[src/rtl/rs_pkg.sv]
package rs_pkg;
  localparam int RS_TAG_W  = 3;
  localparam int RS_DATA_W = 16;
  localparam int RS_OP_W   = 4;

  typedef logic [RS_TAG_W-1:0]  tag_t;
  typedef logic [RS_DATA_W-1:0] data_t;
  typedef logic [RS_OP_W-1:0]   op_t;

  typedef struct packed {
    tag_t  tag;   // 0 means val holds the operand
    data_t val;
  } opnd_t;

  // Operand after watching the result bus for one cycle.
  function automatic opnd_t opnd_next(opnd_t cur, logic bc_v, tag_t bc_t, data_t bc_d);
    opnd_t nxt;
    nxt = cur;
    if (cur.tag != '0 && bc_v && bc_t == cur.tag) begin
      nxt.tag = '0;
      nxt.val = bc_d;
    end
    return nxt;
  endfunction

  // Relative age: grows when a younger station arrives and shrinks when an
  // older station leaves, so the occupied stations hold 0..count-1.
  function automatic int unsigned age_next(int unsigned age, logic disp,
                                           logic iss, int unsigned iss_age);
    int unsigned a;
    a = age;
    if (disp) a = a + 1;
    if (iss && age > iss_age) a = a - 1;
    return a;
  endfunction
endpackage

[src/rtl/rs_entry.sv]
module rs_entry
  import rs_pkg::*;
#(
  parameter int AGE_W = 2
) (
  input  logic             clk,
  input  logic             rst_n,
  input  logic             alloc_i,
  input  op_t              d_op,
  input  opnd_t            d_a,
  input  opnd_t            d_b,
  input  logic             bc_valid,
  input  tag_t             bc_tag,
  input  data_t            bc_data,
  input  logic             issue_i,
  input  logic             disp_ev,
  input  logic             iss_ev,
  input  logic [AGE_W-1:0] iss_age,
  output logic             busy_o,
  output logic             ready_o,
  output op_t              op_o,
  output data_t            a_o,
  output data_t            b_o,
  output logic [AGE_W-1:0] age_o
);
  logic             busy_q;
  op_t              op_q;
  opnd_t            a_q, b_q;
  logic [AGE_W-1:0] age_q;

  always_ff @(posedge clk) begin
    if (!rst_n) begin
      busy_q <= 1'b0;
      op_q   <= '0;
      a_q    <= '0;
      b_q    <= '0;
      age_q  <= '0;
    end else if (alloc_i) begin
      busy_q <= 1'b1;
      op_q   <= d_op;
      a_q    <= opnd_next(d_a, bc_valid, bc_tag, bc_data);
      b_q    <= opnd_next(d_b, bc_valid, bc_tag, bc_data);
      age_q  <= '0;
    end else if (busy_q) begin
      if (issue_i) busy_q <= 1'b0;
      a_q   <= opnd_next(a_q, bc_valid, bc_tag, bc_data);
      b_q   <= opnd_next(b_q, bc_valid, bc_tag, bc_data);
      age_q <= AGE_W'(age_next(int'(age_q), disp_ev, iss_ev, int'(iss_age)));
    end
  end

  assign busy_o  = busy_q;
  assign ready_o = busy_q && a_q.tag == '0 && b_q.tag == '0;
  assign op_o    = op_q;
  assign a_o     = a_q.val;
  assign b_o     = b_q.val;
  assign age_o   = age_q;

  // a waiting operand takes the matching broadcast value
  p_capture_a_r5: assert property (@(posedge clk) disable iff (!rst_n)
    (busy_q && !alloc_i && a_q.tag != '0 && bc_valid && bc_tag == a_q.tag)
    |=> (a_q.tag == '0 && a_q.val == $past(bc_data)));
  p_capture_b_r5: assert property (@(posedge clk) disable iff (!rst_n)
    (busy_q && !alloc_i && b_q.tag != '0 && bc_valid && bc_tag == b_q.tag)
    |=> (b_q.tag == '0 && b_q.val == $past(bc_data)));
  // an issued station is empty after the edge
  p_freed_r9: assert property (@(posedge clk) disable iff (!rst_n)
    issue_i |=> !busy_q);
  // only an empty station is written
  p_alloc_empty_r2: assert property (@(posedge clk) disable iff (!rst_n)
    alloc_i |-> !busy_q);
  // only a station with both operands valid is issued
  p_issue_ready_r7: assert property (@(posedge clk) disable iff (!rst_n)
    issue_i |-> (busy_q && a_q.tag == '0 && b_q.tag == '0));
endmodule

[src/rtl/rs_alloc.sv]
module rs_alloc #(
  parameter int N     = 3,
  parameter int IDX_W = 2
) (
  input  logic [N-1:0]     busy,
  output logic [N-1:0]     pick_vec,
  output logic [IDX_W-1:0] pick_idx,
  output logic             any_free
);
  always_comb begin
    pick_vec = '0;
    pick_idx = '0;
    for (int i = N - 1; i >= 0; i--) begin
      if (!busy[i]) begin
        pick_vec    = '0;
        pick_vec[i] = 1'b1;
        pick_idx    = IDX_W'(i);
      end
    end
    any_free = |(~busy);
  end
endmodule

[src/rtl/rs_select.sv]
module rs_select #(
  parameter int N     = 3,
  parameter int IDX_W = 2,
  parameter int AGE_W = 2
) (
  input  logic [N-1:0]            ready,
  input  logic [N-1:0][AGE_W-1:0] ages,
  output logic [N-1:0]            sel_vec,
  output logic [IDX_W-1:0]        sel_idx,
  output logic                    any_ready
);
  logic [AGE_W-1:0] best_age;

  always_comb begin
    sel_vec   = '0;
    sel_idx   = '0;
    best_age  = '0;
    any_ready = 1'b0;
    for (int i = 0; i < N; i++) begin
      if (ready[i] && (!any_ready || ages[i] > best_age)) begin
        any_ready = 1'b1;
        best_age  = ages[i];
        sel_idx   = IDX_W'(i);
      end
    end
    if (any_ready) sel_vec[sel_idx] = 1'b1;
  end
endmodule

[src/rtl/rs_array.sv]
module rs_array
  import rs_pkg::*;
#(
  parameter int N_ENTRIES = 3,
  parameter int TAG_BASE  = 1
) (
  input  logic                 clk,
  input  logic                 rst_n,
  input  logic                 disp_valid,
  input  logic [RS_OP_W-1:0]   disp_op,
  input  logic [RS_TAG_W-1:0]  disp_tag_a,
  input  logic [RS_DATA_W-1:0] disp_val_a,
  input  logic [RS_TAG_W-1:0]  disp_tag_b,
  input  logic [RS_DATA_W-1:0] disp_val_b,
  output logic                 full,
  output logic [RS_TAG_W-1:0]  disp_slot_tag,
  input  logic                 bc_valid,
  input  logic [RS_TAG_W-1:0]  bc_tag,
  input  logic [RS_DATA_W-1:0] bc_data,
  input  logic                 fu_free,
  output logic                 iss_valid,
  output logic [RS_OP_W-1:0]   iss_op,
  output logic [RS_DATA_W-1:0] iss_a,
  output logic [RS_DATA_W-1:0] iss_b,
  output logic [RS_TAG_W-1:0]  iss_tag
);
  localparam int IDX_W = (N_ENTRIES > 1) ? $clog2(N_ENTRIES) : 1;
  localparam int AGE_W = IDX_W;

  logic [N_ENTRIES-1:0]            busy, ready, free_vec, sel_vec;
  logic [N_ENTRIES-1:0]            alloc_vec, issue_vec;
  logic [N_ENTRIES-1:0][AGE_W-1:0] ages;
  op_t                             ops  [N_ENTRIES];
  data_t                           vals_a [N_ENTRIES];
  data_t                           vals_b [N_ENTRIES];
  logic [IDX_W-1:0]                free_idx, sel_idx;
  logic                            any_free, any_ready;
  logic                            disp_fire, iss_fire;
  opnd_t                           d_a, d_b;

  rs_alloc #(.N(N_ENTRIES), .IDX_W(IDX_W)) u_alloc (
    .busy(busy), .pick_vec(free_vec), .pick_idx(free_idx), .any_free(any_free)
  );

  rs_select #(.N(N_ENTRIES), .IDX_W(IDX_W), .AGE_W(AGE_W)) u_select (
    .ready(ready), .ages(ages), .sel_vec(sel_vec), .sel_idx(sel_idx),
    .any_ready(any_ready)
  );

  assign full          = !any_free;
  assign disp_fire     = disp_valid && any_free;
  assign alloc_vec     = disp_fire ? free_vec : '0;
  assign iss_fire      = fu_free && any_ready;
  assign issue_vec     = iss_fire ? sel_vec : '0;
  assign disp_slot_tag = RS_TAG_W'(TAG_BASE) + RS_TAG_W'(free_idx);
  assign d_a           = '{tag: disp_tag_a, val: disp_val_a};
  assign d_b           = '{tag: disp_tag_b, val: disp_val_b};

  for (genvar g = 0; g < N_ENTRIES; g++) begin : g_st
    rs_entry #(.AGE_W(AGE_W)) u_entry (
      .clk(clk), .rst_n(rst_n),
      .alloc_i(alloc_vec[g]), .d_op(disp_op), .d_a(d_a), .d_b(d_b),
      .bc_valid(bc_valid), .bc_tag(bc_tag), .bc_data(bc_data),
      .issue_i(issue_vec[g]), .disp_ev(disp_fire), .iss_ev(iss_fire),
      .iss_age(ages[sel_idx]),
      .busy_o(busy[g]), .ready_o(ready[g]), .op_o(ops[g]),
      .a_o(vals_a[g]), .b_o(vals_b[g]), .age_o(ages[g])
    );
  end

  assign iss_valid = iss_fire;
  assign iss_op    = ops[sel_idx];
  assign iss_a     = vals_a[sel_idx];
  assign iss_b     = vals_b[sel_idx];
  assign iss_tag   = RS_TAG_W'(TAG_BASE) + RS_TAG_W'(sel_idx);

  // nothing leaves while the unit is busy
  p_issue_free_r7: assert property (@(posedge clk) disable iff (!rst_n)
    iss_valid |-> fu_free);
  // a full array writes no station
  p_no_alloc_full_r2: assert property (@(posedge clk) disable iff (!rst_n)
    full |-> alloc_vec == '0);
  // at most one station is written per cycle
  p_alloc_single_r3: assert property (@(posedge clk) disable iff (!rst_n)
    $onehot0(alloc_vec));
  // at most one station is issued per cycle
  p_issue_single_r8: assert property (@(posedge clk) disable iff (!rst_n)
    $onehot0(issue_vec));
  // full follows occupancy one cycle after a dispatch fills the last slot
  p_fill_r2: assert property (@(posedge clk) disable iff (!rst_n)
    ($countones(busy) == N_ENTRIES - 1 && disp_fire && !iss_fire) |=> full);
endmodule

[config.mk]
export PLATFORM = sky130hd
export DESIGN_NAME = rs_array
export DESIGN_NICKNAME = d
export VERILOG_FILES = /design/src/rtl/rs_pkg.sv /design/src/rtl/rs_entry.sv /design/src/rtl/rs_alloc.sv /design/src/rtl/rs_select.sv /design/src/rtl/rs_array.sv
export SDC_FILE = /design/constraint.sdc
export NUM_CORES = 1
export LEC_CHECK = 0
export ABC_CLOCK_PERIOD_IN_PS = 5430
export CORE_AREA = 2 2 145 147
export CTS_CLUSTER_DIAMETER = 30
export CTS_CLUSTER_SIZE = 12
export DETAILED_ROUTE_END_ITERATION = 10
export DIE_AREA = 0 0 147 149
export PLACE_DENSITY = 0.71
export RECOVER_POWER = 100
export SKIP_CTS_REPAIR_TIMING = 1
export SLEW_MARGIN = 5
export SYNTH_ARGS = -nofsm -noshare
export SYNTH_HDL_FRONTEND = slang
export SYNTH_SLANG_ARGS = --single-unit
[constraint.sdc]
create_clock -name clk -period 5.43 [get_ports clk]
set_input_delay 1.629 -clock clk [delete_from_list [all_inputs] [get_ports clk]]
set_output_delay 1.629 -clock clk [all_outputs]
set_load 0.02 [all_outputs]
; After elaboration in Yosys (flattened, before gate mapping)
; Cells that the tools add are included.
[word_totals]
input_bits = 66
regBits = 135
[op_classes]
add_sub_neg = 8
n_eq_ne = 8
n_reduce_logical = 68
muxes = 73
magnitude_cmp = 8
bitwise_logic = 3
[op_table]
columns = operator, count
row1 = $mux W19, 20
row2 = $bmux W16 S2, 2
row3 = $mux W16, 4
row4 = $mux W2, 22
row5 = $logic_and A1 B1 Y1, 30
row6 = $eq A3 B3 Y1, 8
row7 = $reduce_bool A3 Y1, 8
row8 = $logic_not A3 Y1, 6
row9 = $mux W3, 6
row10 = $reduce_bool A2 Y1, 9
row11 = $mux W1, 14
row12 = $reduce_and A2 Y1, 6
row13 = $gt A2 B2 Y1, 5
row14 = $bmux W4 S2, 1
row15 = $mux W4, 2
row16 = $add A1 B2 Y3 const A, 2
row17 = $add A2 B1 Y2 const B, 3
row18 = $reduce_or A2 Y1, 3
row19 = $sub A2 B1 Y2 const B, 3
row20 = $bmux W2 S2, 1
row21 = $ge A3 B3 Y1 const B, 1
row22 = $logic_not A1 Y1, 3
row23 = $lt A2 B3 Y1 const B, 1
row24 = $not A2 Y3, 1
row25 = other kinds (6), 7

; Depth between registers and ports, before layout
; Gate-level depths: netlist of the first run.
[depth]
word_depth = 21
mapped_depth = 26
ltp_nobuf = 24

; Hierarchy
; Synthesis of the first run repeated with hierarchy kept, for this count alone.
[unflattened]
cells_unflattened = 955
hier_area_um2 = 8444.3
[modules_own_cells]
columns = mod, instances, cells_per_inst, area_per_inst_um2
row1 = rs_entry, 3, 273, 2439.8
row2 = rs_array, 1, 102, 888.4
row3 = rs_select, 1, 28, 193.9
row4 = rs_alloc, 1, 6, 42.5

; Worst setup path after synthesis of the first run
; Ideal clock, no wire load.
[synth_path]
kind = register to output
start = register g_st[0].u_entry.a_q[16] (netlist bit)
end = output port iss_b[12]
stages_incl_launch_ff = 18
t_arrival_ns = 4.106
path_buffers = 3
setup_slack_ns = -0.305
cell_sequence = dfxtp_1 or4_4 nor4_4 nand2_1 ha_1 nor2b_1 o21ai_0 a21o_1 mux2_2 ha_1 nand2_1 o21ai_0 o21ai_2 and2_4 buf_6 clkbuf_1 clkbuf_1 o21ai_0
[synth_via]
elab_chain_len = 16
[synth_rtl]
columns = item, line
row1 = from (decl), rs_entry.sv:28  ; opnd_t a_q, b_q;
row2 = from (signal assigned), rs_entry.sv:41  ; a_q <= opnd_next(d_a, bc_valid, bc_tag, bc_data);
row3 = from (signal assigned), rs_entry.sv:46  ; a_q <= opnd_next(a_q, bc_valid, bc_tag, bc_data);
row4 = $logic_not A3 Y1 *, rs_entry.sv:53  ; assign ready_o = busy_q && a_q.tag == '0 && b_q.tag == '0;
row5 = $logic_and A1 B1 Y1 * (2 in series), rs_entry.sv:53
row6 = $mux W2 / $mux W1 (equally long branches), rs_select.sv:20  ; if (ready[i] && (!any_ready || ages[i] > best_age)) begin
row7 = $gt A2 B2 Y1 / $logic_not A1 Y1 (equally long branches), rs_select.sv:20
row8 = $logic_or A1 B1 Y1, rs_select.sv:20
row9 = $logic_and A1 B1 Y1, rs_select.sv:20
row10 = $mux W2 / $mux W1 (equally long branches), rs_select.sv:20
row11 = $gt A2 B2 Y1 / $logic_not A1 Y1 (equally long branches), rs_select.sv:20
row12 = $logic_or A1 B1 Y1, rs_select.sv:20
row13 = $logic_and A1 B1 Y1, rs_select.sv:20
row14 = $mux W2 *, rs_select.sv:20
row15 = $not A2 Y3 (not written as such) *, rs_array.sv:74  ; assign iss_b = vals_b[sel_idx];
row16 = $bmux W16 S2 *, rs_array.sv:74
row17 = $mux W16 (not written as such) * (2 in series), rs_array.sv:74
row18 = to (decl), rs_array.sv:24  ; output logic [RS_DATA_W-1:0] iss_b,
; Every way passes the cells marked *; elsewhere a longest branch is shown, timed or not. The select of a mux whose other input is x is not followed.

; Worst setup path in the final report of the first run
[layout_path]
start = register g_st[0].u_entry.b_q[16] (netlist bit)
end = output port iss_a[2]
[layout_via]
elab_chain_len = 15
[layout_rtl]
columns = item, line
row1 = from (decl), rs_entry.sv:28
row2 = from (signal assigned), rs_entry.sv:42  ; b_q <= opnd_next(d_b, bc_valid, bc_tag, bc_data);
row3 = from (signal assigned), rs_entry.sv:47  ; b_q <= opnd_next(b_q, bc_valid, bc_tag, bc_data);
row4 = $logic_not A3 Y1 *, rs_entry.sv:53
row5 = $logic_and A1 B1 Y1 *, rs_entry.sv:53
row6 = $mux W2 / $mux W1 (equally long branches), rs_select.sv:20
row7 = $gt A2 B2 Y1 / $logic_not A1 Y1 (equally long branches), rs_select.sv:20
row8 = $logic_or A1 B1 Y1, rs_select.sv:20
row9 = $logic_and A1 B1 Y1, rs_select.sv:20
row10 = $mux W2 / $mux W1 (equally long branches), rs_select.sv:20
row11 = $gt A2 B2 Y1 / $logic_not A1 Y1 (equally long branches), rs_select.sv:20
row12 = $logic_or A1 B1 Y1, rs_select.sv:20
row13 = $logic_and A1 B1 Y1, rs_select.sv:20
row14 = $mux W2 *, rs_select.sv:20
row15 = $not A2 Y3 (not written as such) *, rs_array.sv:73  ; assign iss_a = vals_a[sel_idx];
row16 = $bmux W16 S2 *, rs_array.sv:73
row17 = $mux W16 (not written as such) * (2 in series), rs_array.sv:73
row18 = to (decl), rs_array.sv:23  ; output logic [RS_DATA_W-1:0] iss_a,
; Marks and branches as above.

==> results of run 1 <==
[layout by cell type (no fill, tap or decap), types with 7 or more instances in the layout]
cell,instances
clkdlybuf4s50_1,63
nor2_1,23
and2_1,13
buf_12,10
xnor2_1,11
a21boi_0,13
mux2i_1,168
o22ai_1,12
ha_1,7
buf_6,21
buf_4,57
o21ai_1,18
nand2_2,12
and2_0,9
nand3_1,17
clkbuf_16,19
o21ai_2,13
a21oi_1,10
inv_1,16
o21ai_0,17
dfxtp_1,134
and3_1,97
nand2_1,261
[registers in the layout, summed over array words and instances, names as in the netlist]
register,flops
g_st.u_entry.age_o,6
g_st.u_entry.a_o,48
g_st.u_entry.b_o,48
g_st.u_entry.a_q,9
g_st.u_entry.op_o,12
g_st.u_entry.busy_o,3
g_st.u_entry.b_q,9
[metal layers]
layer / track usage, % / part of all wire [%] / up-vias
met2: 36.29 / 49 / 270
met5: 0 / 0 / -
met3: 3.089 / 5.5 / 36
met4: 7.692 / 1.6 / 0
met1: 28.40 / 44 / 3675
li1: - / - / 3720
[power by group through the flow]
| stage | Combinational, mW | Sequential (mW) | Clock (mW) |
|---|---|---|---|
| after floorplan | 0.334 | 1.09 | 0 |
| after global placement | 0.556 | 1.10 | 0 |
| after detailed placement | 0.564 | 1.10 | 0 |
| after CTS | 0.568 | 1.08 | 1.22 |
| after global routing | 0.644 | 1.09 | 1.25 |
| final | 0.598 | 1.08 | 1.21 |
[final cells by class]
cell class                 instances  area share, %
clock buffer                      20          4.413
sequential                       135          25.56
clock inverter                    12          1.420
inverter                          16         0.5678
timing repair buffer             170          15.63
multi-input combinational        788          49.15
tap                              275          3.253
[kinds of logic (layout without fill, tap and decap cells)]
| logic type | after synthesis | count (layout) | share of synthesized area (%) |
|---|---|---|---|
| muxes | 169 | 169 | 21.05 |
| other | 1 | 1 | 0.04662 |
| AOI/OAI and AO/OA | 122 | 122 | 9.597 |
| buffers and inverters | 113 | 218 | 5.460 |
| xor gates and xnor gates | 17 | 17 | 1.851 |
| and+or+nand+nor | 469 | 471 | 27.16 |
| DFF | 135 | 135 | 33.60 |
| adders and majority gates | 8 | 8 | 1.244 |
[worst register-to-register path: cells and delay by family (launching register included)]
kind / cells / cell delay (ns)
AOI/OAI and AO/OA: 10 / 1.61
adders and majority gates: 3 / 0.76
buffers and inverters: 4 / 0.61
DFF: 1 / 0.32
muxes: 1 / 0.33
and+or+nand+nor: 8 / 1.59
[worst paths after layout]
path                            slack [ns]                    start                       end
worst min-delay path                  0.47  g_st[0].u_entry.op_o[2]   g_st[0].u_entry.op_o[2]
worst max-delay path                 -0.31  g_st[0].u_entry.b_q[16]                  iss_a[2]
worst min register to register        0.47  g_st[0].u_entry.op_o[2]   g_st[0].u_entry.op_o[2]
worst max register to register        0.13  g_st[0].u_entry.b_q[16]  g_st[0].u_entry.age_o[1]
[per-stage QoR]
| stage | setup TNS (ns) | hold WS (ns) | power, mW | utilization [%] | setup slack [ns] |
|---|---|---|---|---|---|
| CTS | -29.70 | 0.4661 | 2.867 | 49.70 | -0.8470 |
| global placement | -9.636 | 0.4503 | 1.657 | 46.70 | -0.3395 |
| floorplan | -3.122 | 0.4428 | 1.429 | - | -0.1095 |
| detailed placement | -11.71 | 0.4593 | 1.667 | 46.70 | -0.3781 |
| global route | -13.81 | 0.4984 | 2.987 | 51.45 | -0.4215 |
| finish | -8.588 | 0.4659 | 2.887 | 51.45 | -0.3061 |
==> impl_results.md, run 1 <==
- Status: complete, but fails checks
- Failing checks: capacitance limit, slew limit, setup timing
- Worst Skew: about 0.012 ns
- Synth Register Bits: around 140
- TritonCTS Buffers: 17
- Flop pwr share: 37.5%
- Area after DPL: slightly below 10000 um^2
- Psw: 0.8110 mW
- CP peak stage delay: 0.53 ns
- Diode count: 0
- Core ar.: 20560 um^2
- Cells after Synth: 1034
- CP Class: reg -> out
- GRT overflow: 0
- Port-buffer cells: between 100 and 150
- Final worst slack: -0.3061 ns
- FMAX: 174.3 MHz
- Pre-antenna DRT Iters: 5
- Die width: 147 um
- Switching portion of total power: 28.09%
- WP buf/inv: 4
- Critical path depth in cells: 19
- Worst Setup End Kind: output port
- IO Pins: 110
- Count of final setup violators: 38
- VDD IR-drop max: 0.2432 mV
- Fin cells: 1416
- Clock tree from TritonCTS: done
- Die area: 21900 um^2
- Clock slew at reported path FFs: 0.06 ns
- Nets: 1202
- Via count: 7701
- Htree depth: 4
- Vias in the first global route: between 7000 and 8000
- Largest delay contributor family on the critical path: simple AND/OR/NAND/NOR gates
- Avg Vias per Cell: 5.439
- Worst EP arrival: 4.11 ns
- # placed instances: 1368
- Gate power share: between 20% and 30%
- RSZ-0062 raised after global routing: true
- Cell breakdown of the critical path: or4_4 > nor4_4 > buf_6 > and2_1 > ha_1 > nor2b_4 > o21ai_2 > a21o_1 > mux2_4 > ha_4 > nand2_2 > o21ai_2 > o21ai_2 > and2_4 > buf_12 > buf_6 > nand2_4 > o21ai_4 > buf_6
- Count leader, synth: nand2_1
- Worst-margin pin slew: 2.206 ns
- YS warnings: 0
- Routed len/inst: 17.77 um
- Register Area: 2704 um^2
- Synth-to-Final Area Change: 31.48%
- Final min period: 5.736 ns
- First-pass GRT wire length: ~38 mm
- Synth top area share: 33.60%
- Part of the cycle the worst path needs: 105.6%
- Clock buffer depth: 2
- Die Y-Extent: 149 um
- Max-slew violation count: 183
- Synth Flop Type: dfxtp_1
- Largest area contributor in the netlist: dfxtp_1
- Residual DRC: 0
- Mean Syn Cell Area: 7.779 um^2
- Gr usage total: 21.57%
- WHS Path Cells: 2
- WL final: between 20 and 30 mm
- Final Cell Area: 10580 um^2
- CTS Root Cell: clkbuf_16
- Worst path slowest cell: or4_4
- Worst Reg-to-Reg Cells: 26
- Largest net degree at the start of global routing: 72
- Detail Placement HPWL: 15.70 mm
- Layout cells sized above 1: 16.39%
- Placer Congestion: 0.8416
- Synth Cell Area: about 8000 um^2
- PD cells: 273.0 nW/um^2
- Maximum Capacitance Violations: 6
- Initial antenna violation count: 0
- Row cnt: 53
- FFs w/ async S/R, synth: 0%
- Fin. Hold Viols: 0
- Post-synth EDFFs: 0
- Starting density of the core: 39.13%
- Most common library cells after synthesis: nand2_1, mux2i_1, dfxtp_1
- Drt initial violations: about 680
- Synth area leaders: dfxtp_1, mux2i_1, nand2_1
- Seq/Total Area, Yosys: 33.60%
- Slew headroom: -47.04%
- Worst-skew pair later-pin latency: 0.43 ns
- P_leak: approximately 4.8 nW
- Syn nets: 1108
- Critical-path maximum fanout: 6
- Crit path required time: approximately 3.8 ns
- Post-route ant nets: 0
- Synth cell types: 54
- Clock Sinks: about 140
- Type of origin of the critical path: register
- P_int: just over 2 mW
- Footprint of the multi-input gates: 5199 um^2
- Clk pwr share: approximately two fifths
- Filler instances: approximately 1900
- HP Class: reg -> reg
Power figures use the tool's default switching activity.
==> run 2, diff against run 1 <==
Settings changed: SKIP_LAST_GASP from default to 1.
==> impl_results.md, run 2 (same netlist as run 1, synthesis figures left out) <==
- Filler instances: 1925 (was 1914)
- WL final: 25.08 mm (was 25.16 mm)
- Via count: 7646 (was 7701)
- Final worst slack: -0.3073 ns (was -0.3061 ns)
- Max-slew violation count: 183 (unchanged)
- RSZ-0062 raised after global routing: true (unchanged)
- Die area: 21900 um^2 (unchanged)
- Synth-to-Final Area Change: 30.60% (was 31.48%)
- GRT overflow: 0 (unchanged)
- Htree depth: 4 (unchanged)
- Clock buffer depth: 2 (unchanged)
- Failing checks: capacitance limit, slew limit, setup timing (unchanged)
- FMAX: 174.3 MHz (about the same)
- Crit path required time: 3.80 ns (about the same)
- PD cells: 273.7 nW/um^2 (was 273.0 nW/um^2)
- Status: complete, but fails checks (unchanged)
- Clock tree from TritonCTS: done (unchanged)
- Gr usage total: 21.57% (unchanged)
- Detail Placement HPWL: 15.70 mm (unchanged)
- CTS Root Cell: clkbuf_16 (unchanged)
- First-pass GRT wire length: 37.57 mm (unchanged)
- Residual DRC: 0 (unchanged)
- Die width: 147 um (unchanged)
- TritonCTS Buffers: 17 (unchanged)
- IO Pins: 110 (unchanged)
- Vias in the first global route: 7110 (unchanged)
- Initial antenna violation count: 0 (unchanged)
- CP Class: reg -> out (unchanged)
- Post-route ant nets: 0 (unchanged)
- Worst-margin pin slew: 2.167 ns (was 2.206 ns)
- Starting density of the core: 39.13% (unchanged)
- Commonest non-fill, non-tap cell in the layout: nand2_1 (unchanged)
- Most frequent cells in the layout: nand2_1, mux2i_1, dfxtp_1, and3_1, clkdlybuf4s50_1 (unchanged)
- Fin. Hold Viols: 0 (unchanged)
- Placer Congestion: 0.8416 (unchanged)
- Largest net degree at the start of global routing: 72 (unchanged)
- Critical-path maximum fanout: 16 (was 6)
- Port-buffer cells: 108 (unchanged)
- Gate power share: 20.4% (was 20.7%)
- Part of the cycle the worst path needs: 105.7% (was 105.6%)
- Clk pwr share: 41.9% (was 41.8%)
- Avg Vias per Cell: 5.400 (was 5.439)
- Routed len/inst: 17.71 um (was 17.77 um)
- Worst-skew pair later-pin latency: 0.43 ns (about the same)
- Row cnt: 53 (unchanged)
- Slew headroom: -44.45% (was -47.04%)
- Flop pwr share: 37.7% (was 37.5%)
- Type of origin of the critical path: register (unchanged)
- Count of final setup violators: 38 (unchanged)
- HP Class: reg -> reg (unchanged)
- Pre-antenna DRT Iters: 5 (unchanged)
- Worst EP arrival: 4.11 ns (about the same)
- Worst Setup End Kind: output port (unchanged)
- Diode count: 0 (unchanged)
- Maximum Capacitance Violations: 6 (unchanged)
- Switching portion of total power: 28.08% (was 28.09%)
- Nets: 1202 (unchanged)
- Drt initial violations: 631 (was 684)
- Layout cells sized above 1: 15.69% (was 16.39%)
- P_int: 2.068 mW (was 2.076 mW)
- Clock Sinks: 135 (unchanged)
- Clock slew at reported path FFs: 0.06 ns (about the same)
- Die Y-Extent: 149 um (unchanged)
- P_leak: 4.719 nW (was 4.755 nW)
- TNS Setup: -8.910 ns (was -8.588 ns)
- Hold_ws: 0.4662 ns (was 0.4659 ns)
- VDD IR-drop max: 0.2435 mV (was 0.2432 mV)
- Final min period: 5.737 ns (was 5.736 ns)
- Core ar.: 20560 um^2 (unchanged)
- Psw: 0.8073 mW (was 0.8110 mW)
- Worst Skew: 0.01344 ns (was 0.01155 ns)
-- run 2: power by group through the flow --
stage                     Sequential, mW  Clock (mW)  Combinational (mW)
final                               1.08        1.21               0.587
after global routing                1.09        1.25               0.633
after CTS                           1.08        1.22               0.568
after detailed placement            1.10           0               0.564
after global placement              1.10           0               0.556
after floorplan                     1.09           0               0.334
-- run 2: critical path, cell delays in order, from the launching register on --
cell and delay (ns):
dfxtp_2 0.32, or4_4 0.53, nor4_4 0.20, buf_6 0.16, and2_1 0.16, ha_1 0.21, nor2b_4 0.05, o21ai_2 0.17
a21o_1 0.22, mux2_4 0.33, ha_4 0.24, nand2_2 0.07, o21ai_2 0.06, o21ai_2 0.11, and2_4 0.31, buf_12 0.16
nand2_1 0.05, o21ai_0 0.10, buf_2 0.21
-- run 2: layer usage --
| layer | up-vias | GRT usage, % | part of all wire (%) |
|---|---|---|---|
| met2 | 241 | 36.29 | 49 |
| met1 | 3646 | 28.40 | 44 |
| met4 | 0 | 7.692 | 1.6 |
| li1 | 3724 | - | - |
| met5 | - | 0 | 0 |
| met3 | 35 | 3.089 | 5.4 |
-- run 2: layout make-up --
type	instances	area (um^2)	share of cell area (%)
Sequential cell	135	2704	25.74
Timing Repair Buffer	170	1610	15.33
Inverter	16	60.06	0.5717
Tap cell	275	344.1	3.275
Multi-Input combinational cell	788	5170	49.21
Clock buffer	20	466.7	4.443
Clock inverter	12	150.1	1.429
-- run 2: metrics by stage --
stage | total power, mW | worst slack, ns | util (%) | cell area [um^2] | instances
after CTS | 2.867 | -0.8470 | 49.70 | 10220 | 1400
final | 2.875 | -0.3073 | 51.10 | 10510 | 1416
after global placement | 1.657 | -0.3395 | 46.70 | 9600 | 1368
after detailed placement | 1.667 | -0.3781 | 46.70 | 9600 | 1368
after global routing | 2.976 | -0.4318 | 51.10 | 10510 | 1416
after floorplan | 1.429 | -0.1095 | - | 8054 | 1034
-- run 2: worst paths after layout --
| kind | depth (start not counted) | end | startpoint | slack, ns |
|---|---|---|---|---|
| max | 18 | iss_a[7] | g_st[0].u_entry.b_q[16] | -0.31 |
| min reg2reg | 2 | g_st[0].u_entry.op_o[2] | g_st[0].u_entry.op_o[2] | 0.47 |
| min | 2 | g_st[0].u_entry.op_o[2] | g_st[0].u_entry.op_o[2] | 0.47 |
| max reg2reg | 24 | g_st[2].u_entry.age_o[1] | g_st[0].u_entry.b_q[16] | 0.14 |
==> run 3, diff against run 2 <==
Settings changed: CORE_AREA 2 2 145 147 to 2 2 130 132, DIE_AREA 0 0 147 149 to 0 0 132 134, HOLD_SLACK_MARGIN from default to 0.02, PLACE_DENSITY 0.71 to 0.84.
==> impl_results.md, run 3 (same netlist as run 1, synthesis figures left out) <==
- RSZ-0062 raised after global routing: true (unchanged)
- Final worst slack: -0.3027 ns (was -0.3073 ns)
- VDD IR-drop max: 0.2264 mV (was 0.2435 mV)
- Via count: 7935 (was 7646)
- Reg2reg setup slack: -0.09 ns (was 0.14 ns)
- Post-route ant nets: 0 (unchanged)
- IO Pins: 110 (unchanged)
- Vias in the first global route: 7589 (was 7110)
- Die Y-Extent: 134 um (was 149 um)
- Largest net degree at the start of global routing: 73 (was 72)
- Die area: 17690 um^2 (was 21900 um^2)
- WL final: 25.97 mm (was 25.08 mm)
- Filler instances: 1311 (was 1925)
- CTS Root Cell: clkbuf_16 (unchanged)
- Critical-path maximum fanout: 19 (was 16)
- Final min period: 5.733 ns (was 5.737 ns)
- Final Core Density: 63.00% (was 51.10%)
- Failing checks: capacitance limit, slew limit, setup timing (unchanged)
- Starting density of the core: 49.38% (was 39.13%)
- TritonCTS Buffers: 17 (unchanged)
- Commonest non-fill, non-tap cell in the layout: nand2_1 (unchanged)
- Die width: 132 um (was 147 um)
- Part of the cycle the worst path needs: 105.6% (was 105.7%)
- Worst-skew pair later-pin latency: 0.43 ns (about the same)
- TNS Setup: -8.895 ns (was -8.910 ns)
- Initial antenna violation count: 0 (unchanged)
- Count of final setup violators: 40 (was 38)
- Clock slew at reported path FFs: 0.06 ns (about the same)
- GRT overflow: 0 (unchanged)
- Worst EP arrival: 4.10 ns (was 4.11 ns)
- Worst Skew: 0.01637 ns (was 0.01344 ns)
- Port-buffer cells: 108 (unchanged)
- CP Class: reg -> out (unchanged)
- Place WS: -0.4083 ns (was -0.3781 ns)
- P_leak: 4.543 nW (was 4.719 nW)
- # placed instances: 1301 (was 1368)
- Residual DRC: 0 (unchanged)
- PD cells: 281.6 nW/um^2 (was 273.7 nW/um^2)
- Avg Vias per Cell: 5.913 (was 5.400)
- Nets: 1184 (was 1202)
- Maximum Capacitance Violations: 5 (was 6)
- Row cnt: 47 (was 53)
- HP Class: reg -> reg (unchanged)
- Worst Setup End Kind: output port (unchanged)
- Synth-to-Final Area Change: 27.58% (was 30.60%)
- Fin cells: 1342 (was 1416)
- Worst-margin pin slew: 2.147 ns (was 2.167 ns)
- Routed len/inst: 19.35 um (was 17.71 um)
- First-pass GRT wire length: 38.93 mm (was 37.57 mm)
- Worst Reg-to-Reg Cells: 24 (unchanged)
- Clock buffer depth: 2 (unchanged)
- Clock Sinks: 135 (unchanged)
- Drt initial violations: 892 (was 631)
- Hold Startpoint: g_st[0].u_entry.op_o[1] (was g_st[0].u_entry.op_o[2])
- Htree depth: 4 (unchanged)
- Hold_ws: 0.4721 ns (was 0.4662 ns)
- Clock tree from TritonCTS: done (unchanged)
- Diode count: 0 (unchanged)
- Detail Placement HPWL: 15.17 mm (was 15.70 mm)
- Type of origin of the critical path: register (unchanged)
- Slew headroom: -43.14% (was -44.45%)
- Most frequent cells in the layout: nand2_1, mux2i_1, dfxtp_1, and3_1, clkdlybuf4s50_1 (unchanged)
- Setup crit start: g_st[0].u_entry.a_q[16] (was g_st[0].u_entry.b_q[16])
- Gr usage total: 27.43% (was 21.57%)
- Core ar.: 16290 um^2 (was 20560 um^2)
- Fin. Hold Viols: 0 (unchanged)
- FMAX: 174.4 MHz (was 174.3 MHz)
- Layout cells sized above 1: 14.26% (was 15.69%)
- Status: complete, but fails checks (unchanged)
- WHS Path Cells: 2 (unchanged)
- Crit path required time: 3.80 ns (about the same)
- Reg2reg start: g_st[0].u_entry.a_q[16] (was g_st[0].u_entry.b_q[16])
- Max-slew violation count: 166 (was 183)
- Pre-antenna DRT Iters: 6 (was 5)
- Placer Congestion: 0.9119 (was 0.8416)
[run 3: cell types whose count changed in the layout (fill, tap and decap cells not counted), moves of 5 or more]
cell      before  now
o21ai_2       10    4
buf_6         15    8
nand2_1      266  273
o21ai_1       12   17
buf_4         55   44
clkbuf_2       1    6
[run 3: worst max-delay path: stages (launching register included)]
cell	delay, ns
dfxtp_2	0.32
or4_4	0.54
nor4_4	0.20
nand2_1	0.15
ha_4	0.24
nor2b_4	0.14
o21ai_4	0.21
a21o_1	0.23
a31oi_2	0.11
ha_1	0.34
nor2b_4	0.15
o21ai_2	0.15
o21ai_2	0.10
and2_4	0.20
buf_12	0.16
o21ai_0	0.23
buf_4	0.19
[run 3: layout make-up]
| cell class | instances | area [um^2] | share of cell area (%) |
|---|---|---|---|
| clock buffer | 22 | 474.2 | 4.621 |
| clock inverter | 9 | 147.6 | 1.439 |
| inverter | 16 | 60.06 | 0.5852 |
| multi-input combinational | 787 | 5205 | 50.72 |
| sequential | 135 | 2704 | 26.35 |
| tap | 220 | 275.3 | 2.682 |
| timing repair buffer | 153 | 1396 | 13.61 |
[run 3: path summary, 6_finish.rpt]
| path | endpoint |
|---|---|
| setup reg to reg | g_st[2].u_entry.age_o[1] |
| hold reg to reg | g_st[0].u_entry.op_o[1] |
| setup / recovery | iss_a[4] |
| hold / removal | g_st[0].u_entry.op_o[1] |
[run 3: stage by stage]
step	power, mW	instance area (um^2)
after floorplan	1.429	8054
after global placement	1.638	9404
after detailed placement	1.652	9404
after CTS	2.866	10030
after global routing	2.984	10260
final	2.890	10260
[run 3: report_power, final]
| group | internal [mW] | switching (mW) | total (mW) |
|---|---|---|---|
| Combinational | 0.246 | 0.333 | 0.580 |
| Sequential | 1.05 | 0.0354 | 1.09 |
| Clock | 0.799 | 0.427 | 1.23 |
[run 3: layer usage]
layer / up-vias / wire [um] / global-route usage [%] / part of all wire, %
met1: 3724 / 10200 / 33.37 / 39
met2: 446 / 12220 / 45.66 / 47
met4: 0 / 1196 / 14.98 / 4.6
met5: - / 0 / 0 / 0
met3: 88 / 2348 / 5.593 / 9.0
li1: 3677 / - / - / -
